**src/rtl/phy_led_pkg.sv**
```systemverilog
package phy_led_pkg;

  localparam int NUM_LEDS = 4;

  typedef enum int {
    LED_ACT  = 0,
    LED_LINK = 1,
    LED_SPD  = 2,
    LED_DUP  = 3
  } led_idx_e;

  function automatic longint unsigned stretch_cycles(longint unsigned clk_hz,
                                                    longint unsigned ms);
    return (clk_hz / 1000) * ms;
  endfunction

endpackage

```
**src/rtl/led_pol_latch.sv**
```systemverilog
module led_pol_latch #(
  parameter int N = 4
) (
  input  logic         clk,
  input  logic         rst,
  input  logic [N-1:0] strap_i,
  output logic [N-1:0] pol_o
);
  // Sampled on every reset edge; the last one before release is kept.
  always_ff @(posedge clk) begin
    if (rst) pol_o <= strap_i;
  end
endmodule

```
**src/rtl/led_stretch.sv**
```systemverilog
module led_stretch #(
  parameter longint unsigned CYCLES = 128,
  parameter int              CNT_W  = $clog2(CYCLES + 1)
) (
  input  logic             clk,
  input  logic             rst,
  input  logic             trig_i,
  output logic             active_o,
  output logic [CNT_W-1:0] count_o
);
  localparam logic [CNT_W-1:0] RELOAD = CNT_W'(CYCLES);

  logic busy;
  assign busy = (count_o != '0);

  always_ff @(posedge clk) begin
    if (rst)         count_o <= '0;
    else if (trig_i) count_o <= RELOAD;
    else if (busy)   count_o <= count_o - 1'b1;
  end

  assign active_o = trig_i | busy;
endmodule

```
**src/rtl/led_out_stage.sv**
```systemverilog
module led_out_stage #(
  parameter int N = 4
) (
  input  logic         clk,
  input  logic         rst,
  input  logic [N-1:0] strap_i,
  input  logic [N-1:0] pol_i,
  input  logic [N-1:0] on_i,
  output logic [N-1:0] led_o
);
  for (genvar g = 0; g < N; g++) begin : g_led
    always_ff @(posedge clk) begin
      if (rst) led_o[g] <= strap_i[g];
      else     led_o[g] <= on_i[g] ^ pol_i[g];
    end
  end
endmodule

```
**src/rtl/phy_led_driver.sv**
```systemverilog
module phy_led_driver
  import phy_led_pkg::*;
#(
  parameter longint unsigned CLK_HZ     = 250_000_000,
  parameter longint unsigned STRETCH_MS = 128,
  parameter int              ADDR_W     = 5
) (
  input  logic              clk,
  input  logic              rst,
  input  logic              crs_i,
  input  logic              link10_ok_i,
  input  logic              link100_ok_i,
  input  logic              speed100_i,
  input  logic              full_duplex_i,
  input  logic              autoneg_busy_i,
  input  logic              isolate_i,
  input  logic [ADDR_W-1:0] phy_addr_i,
  output logic              led_act_o,
  output logic              led_link_o,
  output logic              led_spd_o,
  output logic              led_dup_o
);
  localparam longint unsigned STRETCH = stretch_cycles(CLK_HZ, STRETCH_MS);
  localparam int              CNT_W   = $clog2(STRETCH + 1);

  logic [NUM_LEDS-1:0] strap;
  logic [NUM_LEDS-1:0] pol_q;
  logic [NUM_LEDS-1:0] lamp_on;
  logic [NUM_LEDS-1:0] led_q;
  logic [CNT_W-1:0]    stretch_cnt;
  logic                act_on;

  assign strap = phy_addr_i[NUM_LEDS-1:0];

  led_pol_latch #(.N(NUM_LEDS)) u_pol (
    .clk     (clk),
    .rst     (rst),
    .strap_i (strap),
    .pol_o   (pol_q)
  );

  led_stretch #(.CYCLES(STRETCH), .CNT_W(CNT_W)) u_stretch (
    .clk      (clk),
    .rst      (rst),
    .trig_i   (crs_i),
    .active_o (act_on),
    .count_o  (stretch_cnt)
  );

  always_comb begin
    lamp_on           = '0;
    lamp_on[LED_ACT]  = act_on;
    lamp_on[LED_LINK] = speed100_i ? link100_ok_i : link10_ok_i;
    lamp_on[LED_SPD]  = (speed100_i | autoneg_busy_i) & ~isolate_i;
    lamp_on[LED_DUP]  = full_duplex_i;
  end

  led_out_stage #(.N(NUM_LEDS)) u_out (
    .clk     (clk),
    .rst     (rst),
    .strap_i (strap),
    .pol_i   (pol_q),
    .on_i    (lamp_on),
    .led_o   (led_q)
  );

  assign led_act_o  = led_q[LED_ACT];
  assign led_link_o = led_q[LED_LINK];
  assign led_spd_o  = led_q[LED_SPD];
  assign led_dup_o  = led_q[LED_DUP];
endmodule

```
**config.mk**
```make
export PLATFORM = sky130hd
export DESIGN_NAME = phy_led_driver
export DESIGN_NICKNAME = d
export VERILOG_FILES = /design/src/rtl/phy_led_pkg.sv /design/src/rtl/led_pol_latch.sv /design/src/rtl/led_stretch.sv /design/src/rtl/led_out_stage.sv /design/src/rtl/phy_led_driver.sv
export SDC_FILE = /design/constraint.sdc
export NUM_CORES = 1
export LEC_CHECK = 0
export ABC_AREA = 1
export CORE_MARGIN = 2
export CORE_UTILIZATION = 52
export DETAILED_ROUTE_END_ITERATION = 10
export PLACE_DENSITY = 0.72
export SLEW_MARGIN = 20
export SYNTH_ARGS = -nofsm -noshare
export SYNTH_HDL_FRONTEND = slang
export SYNTH_SLANG_ARGS = --single-unit
```
**constraint.sdc**
```tcl
create_clock -name clk -period 1.6 [get_ports clk]
set_input_delay 0.32 -clock clk [delete_from_list [all_inputs] [get_ports clk]]
set_output_delay 0.32 -clock clk [all_outputs]
set_load 0.005 [all_outputs]
```
==> flow_metrics.env <==
export IMPL_clkTransAtPathRegs_ns=0.09
export IMPL_post_route_period_util=0.922
export IMPL_synthArstFlopShare=0
export IMPL_ys_flop_type="dfxtp_1"
export IMPL_reg2reg_to="u_stretch.count_o[21]"
export IMPL_port_buffers=16
export IMPL_critical_path_top_delay_family="buffers and inverters"
export IMPL_antenna_found_initial=0
export IMPL_dp_slack_ns=-0.0121
export IMPL_worstHoldStart="u_stretch.count_o[1]"
export IMPL_fin_skew_ns=0.00478
export IMPL_end_kind="output pin"
export IMPL_numCtsBuffers=5
export IMPL_synth_area_um2=1820
export IMPL_regToRegSetupSlack_ns=0.13
export IMPL_avgSynthCellArea_um2=7.38
export IMPL_cts_max_path_buffers=2
export IMPL_synth_top_cells_by_count="nand2_1, nor2_1, dfxtp_1"
export IMPL_grt_max_degree=19
export IMPL_grt_pass1_wl_mm=6.38
export IMPL_period_minus_slack_ns=1.47
export IMPL_core_area_um2=3340
export IMPL_critPathMaxFanout=1
export IMPL_synth_largest_area_cell="dfxtp_1"
export IMPL_clock_sinks=33
export IMPL_yosys_warnings=0
export IMPL_hold_viol_final=0
export IMPL_clkPwrFrac=0.202
export IMPL_synth_seq_cells=33
export IMPL_synth_edf_count=4
export IMPL_crit_end="led_link_o"
export IMPL_setup_ws_ns=0.125
export IMPL_synth_most_common_cell="nand2_1"
export IMPL_avgRoutedWirePerCell_um=11.3
export IMPL_ir_drop_mv=0.696
export IMPL_switchingPower_uw=794
export IMPL_drt_iter0_drc=71
export IMPL_routed_via_count=1567
export IMPL_detail_route_antenna_nets=0
export IMPL_area_delta_synth_final_pct=16.0
export IMPL_worstPathRequired_ns=1.28
export IMPL_seq_area_frac_synth=0.386
export IMPL_power_density_nw_per_um2=1040
export IMPL_max_slew_worst_pin_slew_ns=0.511
export IMPL_power_total_uw=2190
export IMPL_arrival_ns=1.15
export IMPL_final_setup_viol_count=0
export IMPL_hp_class="reg -> reg"
export IMPL_outcome="completed"
export IMPL_critPathLaunch="u_out.led_o[1]"
export IMPL_fp_row_count=21
export IMPL_grt_pass1_vias=1508
export IMPL_cts_resized=0
export IMPL_grtUsageTotal=0.201
export IMPL_slew_headroom=0.659
export IMPL_startpoint_type="register"
export IMPL_pwr_share_comb=0.352
export IMPL_ff2ff_path_depth=9
export IMPL_critPathKind="reg -> out"
export IMPL_vias_per_cell=4.93
export IMPL_cts_tree="done"
export IMPL_ys_types=28
export IMPL_die_area_um2=3980
export IMPL_drive_above_1_share=0.154
export IMPL_post_cts_setup_buffer_count=0
export IMPL_r2r_start="u_stretch.count_o[0]"
export IMPL_drv_slew=0
export IMPL_start_util=0.544
export IMPL_seqPwrFrac=0.447
export IMPL_p_int_uw=1400
export IMPL_cap_violations=0
export IMPL_dr_pass1_iters=4
export IMPL_fmax_mhz=678
export IMPL_cp_num_cells=1
export IMPL_fin_tns_setup_ns=0
export IMPL_postCtsHoldBufs=0
export IMPL_dieWidth_um=63.1
export IMPL_synth_top_area_share=0.320
export IMPL_io_pins=18
export IMPL_htree_levels=2
export IMPL_hpwl_mm=2.87
export IMPL_insertion_delay_ns=0.32
export IMPL_root_buffer="clkbuf_4"
export IMPL_fp_dieH_um=63.1
export IMPL_crit_slowest_cell="clkdlybuf4s50_1"
export IMPL_antennaDiodeCount=0
export IMPL_crit_buf_inv=1
export IMPL_syn_nets=261
export IMPL_sw_frac_of_total=0.362
export IMPL_gp_congestion=0.878
export IMPL_netlist_instances=246
export IMPL_fin_nets=286
export IMPL_rsz0062_at_grt="no"
export IMPL_slowest_delay_ns=0.51
export IMPL_wl_mm=3.58
export IMPL_leakage_uw=0.000947
export IMPL_grt_overflow=0
export IMPL_crit_chain="clkdlybuf4s50_1"
export IMPL_whs_ns=0.480
export IMPL_synthTopCellsByArea="dfxtp_1, nand2_1, nor2_1"
export IMPL_drc=0
==> final cells by class <==
type	count	area, um2
timing repair buffer	21	198
clock buffer	8	48.8
tap	46	57.6
fill	320	1230
inverter	20	75.1
multi-input combinational	190	1030
sequential	33	701
==> flip-flops by register name, summed over array words and instances (netlist names) <==
signal,flops
u_pol.pol_o,4
u_stretch.count_o,25
u_out.led_o,4
==> worst min-delay path by stage <==
| stage | slack, ns | cells past startpoint | end |
|---|---|---|---|
| 2_1_floorplan | 0.42 | 0 | u_pol.pol_o[0] |
| 3_3_place_gp | 0.45 | 1 | u_out.led_o[0] |
| 3_5_place_dp | 0.47 | 1 | u_out.led_o[0] |
| 4_1_cts | 0.48 | 1 | u_out.led_o[0] |
| 5_1_grt | 0.52 | 1 | u_out.led_o[0] |
| 6_report | 0.48 | 2 | u_stretch.count_o[1] |
==> logic make-up after synthesis <==
kind of cell,synth area share
flops,0.386
buf+inv,0.0517
compound gates,0.0476
mux,0.00551
xor+xnor,0.0675
simple gates,0.435
fa+ha+maj,0.00689
==> layer usage <==
layer,share of wire,vias to the layer above,global-route usage
li1,-,835,-
met1,0.48,703,0.260
met2,0.48,22,0.335
met3,0.035,7,0.0411
met4,0.012,0,0.0667
met5,0,-,0
==> power groups by stage <==
stage               clock network (uW)  registers (uW)  logic, uW
floorplan                            0             983        604
global placement                     0             995        756
detailed placement                   0             998        766
CTS                                454             979        771
global route                       480             991        876
finish                             442             979        771
==> cells in the final DEF, fill, tap and decap left out, types with 4 or more instances in the layout <==
cell type / Yosys / layout
dfxtp_1: 29 / 29
clkbuf_4: 0 / 5
nand2_2: 7 / 7
inv_1: 18 / 18
nor2_2: 8 / 7
nand3_1: 20 / 20
nand2_4: 4 / 4
nand2_1: 56 / 56
nor2_1: 45 / 45
buf_4: 0 / 5
nor2_4: 4 / 5
nand4_1: 4 / 4
clkdlybuf4s50_1: 0 / 16
a21oi_1: 12 / 12
edfxtp_1: 4 / 4
xnor2_1: 13 / 13
==> metrics by stage <==
step | instance area (um2) | utilization | cells
5_1_grt | 2110 | 0.631 | 318
6_report | 2110 | 0.631 | 318
3_3_place_gp | 2050 | 0.615 | 310
4_1_cts | 2100 | 0.630 | 318
3_5_place_dp | 2050 | 0.615 | 310
2_1_floorplan | 1820 | - | 246
(Power assumes the default switching activity.)
